===== src/rtl/act_win_pkg.sv =====
package act_win_pkg;

  // History length: a disabled window still gets a 1-bit placeholder.
  function automatic int hist_width(input int window);
    return (window < 1) ? 1 : window;
  endfunction

  // Count must hold every bit of the history set at once.
  function automatic int count_width(input int window);
    return $clog2(hist_width(window) + 1);
  endfunction

  function automatic int index_width(input int n);
    return (n < 2) ? 1 : $clog2(n);
  endfunction

endpackage


===== src/rtl/act_win_decode.sv =====
module act_win_decode #(
  parameter int NUM_RANKS = 4,
  parameter int RANK_W    = 2
) (
  input  logic                 clk,
  input  logic                 rst,
  input  logic                 act_valid,
  input  logic [RANK_W-1:0]    act_rank,
  output logic [NUM_RANKS-1:0] rank_hit
);

  for (genvar r = 0; r < NUM_RANKS; r++) begin : g_hit
    assign rank_hit[r] = act_valid && (32'(act_rank) == r);
  end


  single_rank_chk: assert property (@(posedge clk) disable iff (rst)
    $onehot0(rank_hit));


  hit_needs_strobe_chk: assert property (@(posedge clk) disable iff (rst)
    (rank_hit != '0) |-> act_valid);

endmodule


===== src/rtl/act_win_rank.sv =====
module act_win_rank #(
  parameter int WINDOW     = 16,
  parameter int ACT_BUDGET = 4,
  parameter int HIST_W     = 16,
  parameter int CNT_W      = 5
) (
  input  logic clk,
  input  logic rst,
  input  logic act,
  output logic permit
);

  if (WINDOW == 0) begin : g_off
    // Limiting disabled: nothing is tracked.
    assign permit = 1'b1;
  end else begin : g_on
    logic [HIST_W-1:0] hist_q, hist_d;
    logic [CNT_W-1:0]  cnt_q, cnt_d;
    logic              permit_q, permit_d;

    always_comb begin
      // Age the history first, then place the new activate at the top.
      hist_d   = (hist_q >> 1) | ({{(HIST_W-1){1'b0}}, act} << (HIST_W-1));
      cnt_d    = cnt_q - CNT_W'(hist_q[0]) + CNT_W'(act);
      permit_d = (32'(cnt_d) < ACT_BUDGET);
    end

    always_ff @(posedge clk) begin
      if (rst) begin
        hist_q   <= '0;
        cnt_q    <= '0;
        permit_q <= 1'b1;
      end else begin
        hist_q   <= hist_d;
        cnt_q    <= cnt_d;
        permit_q <= permit_d;
      end
    end

    assign permit = permit_q;


    count_matches_hist_chk: assert property (@(posedge clk) disable iff (rst)
      32'(cnt_q) == $countones(hist_q));


    act_recorded_chk: assert property (@(posedge clk) disable iff (rst)
      act |=> hist_q[HIST_W-1]);


    no_phantom_chk: assert property (@(posedge clk) disable iff (rst)
      !act |=> !hist_q[HIST_W-1]);


    expire_dec_chk: assert property (@(posedge clk) disable iff (rst)
      (hist_q[0] && !act) |=> (cnt_q == $past(cnt_q) - 1'b1));


    permit_budget_chk: assert property (@(posedge clk) disable iff (rst)
      permit_q == (32'(cnt_q) < ACT_BUDGET));
  end

endmodule


===== src/rtl/act_win_limiter.sv =====
module act_win_limiter
  import act_win_pkg::*;
#(
  parameter int NUM_RANKS  = 4,
  parameter int WINDOW     = 16,
  parameter int ACT_BUDGET = 4,
  parameter int RANK_W     = index_width(NUM_RANKS)
) (
  input  logic                 clk,
  input  logic                 rst,
  input  logic                 act_valid,
  input  logic [RANK_W-1:0]    act_rank,
  output logic [NUM_RANKS-1:0] act_permit
);

  localparam int HIST_W = hist_width(WINDOW);
  localparam int CNT_W  = count_width(WINDOW);

  initial begin
    window_range_chk: assert (WINDOW >= 0 && WINDOW <= 62);
  end

  logic [NUM_RANKS-1:0] rank_hit;

  act_win_decode #(
    .NUM_RANKS (NUM_RANKS),
    .RANK_W    (RANK_W)
  ) u_decode (
    .clk       (clk),
    .rst       (rst),
    .act_valid (act_valid),
    .act_rank  (act_rank),
    .rank_hit  (rank_hit)
  );

  for (genvar r = 0; r < NUM_RANKS; r++) begin : g_rank
    act_win_rank #(
      .WINDOW     (WINDOW),
      .ACT_BUDGET (ACT_BUDGET),
      .HIST_W     (HIST_W),
      .CNT_W      (CNT_W)
    ) u_rank (
      .clk    (clk),
      .rst    (rst),
      .act    (rank_hit[r]),
      .permit (act_permit[r])
    );
  end


  quiet_permit_stable_chk: assert property (@(posedge clk) disable iff (rst)
    !act_valid |=> ($past(act_permit) & ~act_permit) == '0);

endmodule


===== config.mk =====
export PLATFORM = sky130hd
export DESIGN_NAME = act_win_limiter
export DESIGN_NICKNAME = d
export VERILOG_FILES = /design/src/rtl/act_win_pkg.sv /design/src/rtl/act_win_decode.sv /design/src/rtl/act_win_rank.sv /design/src/rtl/act_win_limiter.sv
export SDC_FILE = /design/constraint.sdc
export NUM_CORES = 1
export LEC_CHECK = 0
export ABC_AREA = 1
export ABC_CLOCK_PERIOD_IN_PS = 2300
export BUFFER_PORTS_ARGS = -buffer_cell sky130_fd_sc_hd__buf_2
export CAP_MARGIN = 10
export CORE_MARGIN = 5
export CORE_UTILIZATION = 35
export DETAILED_ROUTE_END_ITERATION = 8
export RECOVER_POWER = 100
export SYNTH_ARGS = -nofsm -noshare
export SYNTH_HDL_FRONTEND = slang
export SYNTH_SLANG_ARGS = --single-unit

===== constraint.sdc =====
create_clock -name clk -period 2.3 [get_ports clk]
set_input_delay 0.23 -clock clk [delete_from_list [all_inputs] [get_ports clk]]
set_output_delay 0.23 -clock clk [all_outputs]
set_load 0.05 [all_outputs]

==> results of run 1 <==
## path summary, 6_finish.rpt
check | start | slack, ns | to | depth (start not counted)
worst min-delay path | act_rank[0] | 0.19 | g_rank[1].u_rank.g_on.hist_q[15] | 3
worst max register to register | g_rank[1].u_rank.g_on.hist_q[0] | 0.49 | g_rank[1].u_rank.permit | 13
worst max-delay path | rst | 0.49 | g_rank[1].u_rank.g_on.hist_q[4] | 3
worst min register to register | g_rank[1].u_rank.g_on.hist_q[1] | 0.40 | g_rank[1].u_rank.g_on.hist_q[0] | 2
## worst max-delay path: cells and delay by family
family                 cells  cell delay (ns)
buffers and inverters      2             1.62
and+or+nand+nor            1             0.13
## where the power goes
group / internal (mW) / switching, mW / total [mW]
Combinational: 0.0962 / 0.229 / 0.325
Clock: 0.519 / 0.547 / 1.07
Sequential: 1.58 / 0.0207 / 1.60
## metal layers
metal	up-vias	track usage, %
li1	1151	-
met2	16	14.3
met1	935	9.63
met3	7	2.53
met5	-	0
met4	0	4.66
## area by class of cell
class                           count  share of cell area [%]
Sequential cell                    88                    49.2
Multi-Input combinational cell    192                    28.8
Inverter                          108                    11.3
Tap cell                          111                    3.88
Clock buffer                       10                    3.56
Clock inverter                      6                    2.13
Timing Repair Buffer                9                    1.08
## per-stage QoR
step	instance area [um2]	hold slack, ns
3_3_place_gp	3400	0.390
5_1_grt	3580	0.191
3_5_place_dp	3400	0.394
6_report	3580	0.185
4_1_cts	3610	0.182
2_1_floorplan	3280	0.383
## cell families (layout without fill, tap and decap cells)
kind of cell,after synthesis,after routing,share of synthesized area [%]
AO/OA/AOI/OAI,2,2,0.305
AND/OR/NAND/NOR,162,162,20.2
flip-flops,88,88,53.7
XOR/XNOR,4,4,1.07
buffers and inverters,121,133,14.7
adder cells (fa/ha/maj),24,24,10.1
## placed cells by master, fill, tap and decap left out, drive strengths merged
cell type  netlist  final
inv            108    110
dfxtp           88     88
nor2            88     88
nand2           48     48
ha              20     20
nand3           19     19
clkbuf           0     16
or2              5      5
fa               4      4
xnor2            3      3
buf             13      3
nand4            2      2
a21oi            2      2
clkinvlp         0      2
xor2             1      1
clkinv           0      1
bufinv           0      1
## state kept, by name (all words and copies together) (netlist names)
| name | count |
|---|---|
| g_rank.u_rank.g_on.cnt_q | 20 |
| g_rank.u_rank.permit | 4 |
| g_rank.u_rank.g_on.hist_q | 64 |
==> impl_metrics.tcl, run 1 <==
set metrics [dict create \
    portBuffers 8 \
    coreArea_um2 9200 \
    n_antenna_cell 0 \
    area.sequential_um2 1760 \
    synth.area.top_cells "dfxtp_1, inv_1, nor2_1" \
    async_reset_ff_share_pct 0 \
    vias 2109 \
    setup_violations 0 \
    clkSlewWorstSetupHoldPaths_ns 0.09 \
    antenna_found_initial 0 \
    fmax_ghz 0.551 \
    wl_met3_um 118 \
    drt-total-wl_um 4260 \
    grt-ovfl-total 0 \
    insertion_delay_ns 0.34 \
    critPathKind "in -> reg" \
    cts.sinks 88 \
    synth_edf_count 0 \
    max_cap_violations 0 \
    rsz0062_at_grt "false" \
    gp_congestion 0.712 \
    status "finished clean" \
    avgSynthCellArea_um2 8.18 \
    vdd_drop_max_v 0.000336 \
    fill_cells 945 \
    cts_made_buffers 9 \
    synthMostInstantiatedCell "inv_1" \
    worst_slack_ns 0.485 \
    arrival_ns 2.00 \
    die_h_um 107 \
    yosys_warnings 0 \
    cts_resized 0 \
    drt_first_pass_iters 4 \
    slowest_stage "clkbuf_2" \
    worstPathMaxFanout 60 \
    end_kind "flip-flop" \
    p_leak_nw 1.61 \
    cpPeakStageDelay_ns 0.93 \
    postCtsHoldBufs 0 \
    synth_top_area_share_pct 53.7 \
    synth_ff_type "dfxtp_1" \
    grt_pass1_wl_um 7810 \
    syn2layout_area_growth_pct 9.19 \
    ctsHtreeMaxLevel 3 \
    dr.max_layer_used "met4" \
    grt_max_degree 61 \
    dr.first_iter.drc_count 49 \
    track_usage_pct 8.50 \
    multi_input_area_um2 1030 \
    wl_per_cell_um 8.12 \
    start_util_pct 35.7 \
    drc 0 \
    clock_skew_ns 0.00981 \
    syn_area_um2 3280 \
    ys_types 17 \
    p_per_area_nw_per_um2 836 \
    ys_ff_latch 88 \
    min_period_over_period_pct 78.9 \
    slew-limit-headroom_pct 31.0 \
    ios 9 \
    cts_tree "yes" \
    finalSetupTns_ns 0 \
    drv_slew 0 \
    fin_cells 524 \
    netlist_instances 401 \
    period_minus_slack_ns 1.81 \
    syn-num-nets 430 \
    clockBufferDepth 2 \
    hp-class "in -> reg" \
    num_rows 35 \
    worstPathRequired_ns 2.49 \
    cts_setup_buffers 0 \
    dieArea_um2 11400 \
    die_w_um 107 \
    yosysSeqAreaShare_pct 53.7 \
    via_per_inst 4.02 \
    final_util_pct 38.9 \
    cp_cell_sequence "clkbuf_1 > clkbuf_2 > nor2_1" \
    post-place-ws_ns 0.262 \
    dpl.hpwl_um 3040 \
    wl_met1_um 2050 \
    power_mw 2.99 \
    wl_met2_um 2000 \
    ant_nets 0 \
    worst_slew_pin_slew_ns 1.03 \
    drive_above_1_share_pct 5.33 \
    grt_pass1_vias 1932 \
    synth_common_cells "inv_1, dfxtp_1, nor2_1" \
    dp.cells 508 \
    clock-root-buffer "clkbuf_8" \
    cp-start-kind "input port" \
    nets 437 \
    hold_viol_final 0 \
    synth_top_area_cell "dfxtp_1" \
]
Note: power is estimated with default switching activity, not from simulation.
==> run 2: changes to the inputs <==
ABC_CLOCK_PERIOD_IN_PS = 1700   (was 2300)
clock period = 1.7 ns   (was 2.3 ns; I/O delays follow)
==> run 2 against run 1 <==
The run now ends with setup timing left. Sequential power up 36%. Sequential cell count is the same. First-iteration DRC count is 2.0% higher. Clock-buffer cell count stayed put. Via count up 2.5%. Cell count grew 0.95%. Critical path depth grew 10. Critical path type is now reg -> reg. Largest power group unchanged.
==> impl_metrics.tcl, run 2 (synthesized netlist as in run 1, its figures left out) <==
set metrics [dict create \
    status "finished with violations" \
    failed_checks "setup timing" \
    cts_tree "yes" \
    max_cap_violations 0 \
    rsz0062_at_grt "true" \
    wl_per_cell_um 9.14 \
    rr_startpoint "g_rank[1].u_rank.g_on.hist_q[0]" \
    start_util_pct 35.7 \
    final_util_pct 41.4 \
    vdd_drop_max_v 0.000403 \
    worst_slew_pin_slew_ns 0.367 \
    num_rows 35 \
    ant_nets 0 \
    portBuffers 8 \
    die_h_um 107 \
    track_usage_pct 9.47 \
    min_period_over_period_pct 104 \
    critPathKind "reg -> reg" \
    fmax_ghz 0.563 \
    p_per_area_nw_per_um2 1070 \
    setup_violations 2 \
    grt_max_degree 67 \
    cts.sinks 88 \
    drive_above_1_share_pct 17.0 \
    whs_endpoint "g_rank[1].u_rank.g_on.hist_q[15]" \
    dieArea_um2 11400 \
    hp-class "in -> reg" \
    worstPathMaxFanout 2 \
    cp_cell_sequence "ha_1 > inv_1 > ha_2 > inv_2 > fa_2 > inv_2 > nand2_2 > nand2_2 > nand2_1 > nand2_1 > nand2_2 > nand3_2 > nand2_1" \
    mostFrequentLayoutCell "inv_1" \
    largest_reg_flops 64 \
    drv_slew 0 \
    clockBufferDepth 2 \
    clkSlewWorstSetupHoldPaths_ns 0.09 \
    p_leak_nw 1.65 \
    gp_congestion 0.850 \
    n_antenna_cell 0 \
    ctsHtreeMaxLevel 3 \
    cp-start-kind "flip-flop" \
    r2r_end "g_rank[1].u_rank.permit" \
    insertion_delay_ns 0.35 \
    mostFrequentLayoutCells "inv_1, nor2_1, dfxtp_1" \
    cpPeakStageDelay_ns 0.36 \
    drt_first_pass_iters 6 \
    clock_skew_ns 0.00757 \
    worst_slack_ns -0.0758 \
    cts_made_buffers 9 \
    clock-root-buffer "clkbuf_8" \
    hold_viol_final 0 \
    antenna_found_initial 0 \
    dpl.hpwl_um 3170 \
    grt_pass1_wl_um 8740 \
    syn2layout_area_growth_pct 16.0 \
    dr.first_iter.drc_count 50 \
    nets 442 \
    via_per_inst 4.09 \
    worstPathRequired_ns 1.94 \
    slowest_stage "fa_2" \
    regMostFlops "g_rank.u_rank.g_on.hist_q" \
    drc 0 \
    drt-total-wl_um 4830 \
    die_w_um 107 \
    finalSetupTns_ns -0.121 \
    post-place-ws_ns -0.294 \
    r2r_slack_ns -0.08 \
    vias 2162 \
    stdcell_area_um2 3800 \
    power_mw 4.06 \
    grt-ovfl-total 0 \
    rr_worst_depth 13 \
    place_area_um2 3420 \
    ios 9 \
    slew-limit-headroom_pct 75.5 \
    grt_pass1_vias 2153 \
    coreArea_um2 9200 \
    period_minus_slack_ns 1.78 \
    end_kind "flip-flop" \
    holdCritStartpoint "act_rank[0]" \
    min_path_cells 3 \
    arrival_ns 2.01 \
]
[run 2: cell type report]
| type | count | area [um2] |
|---|---|---|
| Multi-Input combinational cell | 192 | 1210 |
| Sequential cell | 88 | 1770 |
| Inverter | 108 | 408 |
| Fill cell | 941 | 5390 |
| Timing Repair Buffer | 14 | 96.3 |
| Tap cell | 111 | 139 |
| Clock inverter | 6 | 52.6 |
| Clock buffer | 10 | 138 |
[run 2: metal layers]
layer	vias up	GRT usage [%]	routed length [um]
met4	0	5.57	125
met2	16	16.3	2320
met3	9	2.59	86
met5	-	0	0
met1	975	10.4	2300
li1	1162	-	-
[run 2: how the worst max path moves through the flow]
| stage | to | cells after the start | start |
|---|---|---|---|
| CTS | g_rank[1].u_rank.permit | 13 | g_rank[1].u_rank.g_on.hist_q[0] |
| global route | g_rank[1].u_rank.permit | 13 | g_rank[1].u_rank.g_on.hist_q[0] |
| global placement | g_rank[2].u_rank.permit | 13 | act_rank[0] |
| finish | g_rank[1].u_rank.permit | 13 | g_rank[1].u_rank.g_on.hist_q[0] |
| floorplan | g_rank[0].u_rank.permit | 13 | act_rank[0] |
| detailed placement | g_rank[3].u_rank.permit | 12 | act_valid |
[run 2: metrics by stage]
step                hold WS (ns)  std cells
finish                     0.181        529
global route               0.177        529
CTS                        0.174        527
detailed placement         0.393        510
global placement           0.390        510
floorplan                  0.323        401
[run 2: worst max-delay path, delay by kind of cell, from the launching register on]
kind          cells  cell delay (ns)
flops             1             0.31
simple gates      7             0.38
buf+inv           3             0.17
fa+ha+maj         3             0.81
[run 2: what timing repair did]
action,in CTS,in global routing
buffers inserted,1,2
pin swaps,13,13
setup endpoints to repair,8,9
hold buffers,0,0
resized for setup,16,27
hold endpoints to repair,0,0
[run 2: report_power, final]
group	switching (mW)	leakage (nW)	internal, mW	total (mW)
logic	0.361	0.847	0.179	0.540
registers	0.0324	0.714	2.14	2.17
clock network	0.762	0.0910	0.591	1.35
total	1.16	1.65	2.91	4.06
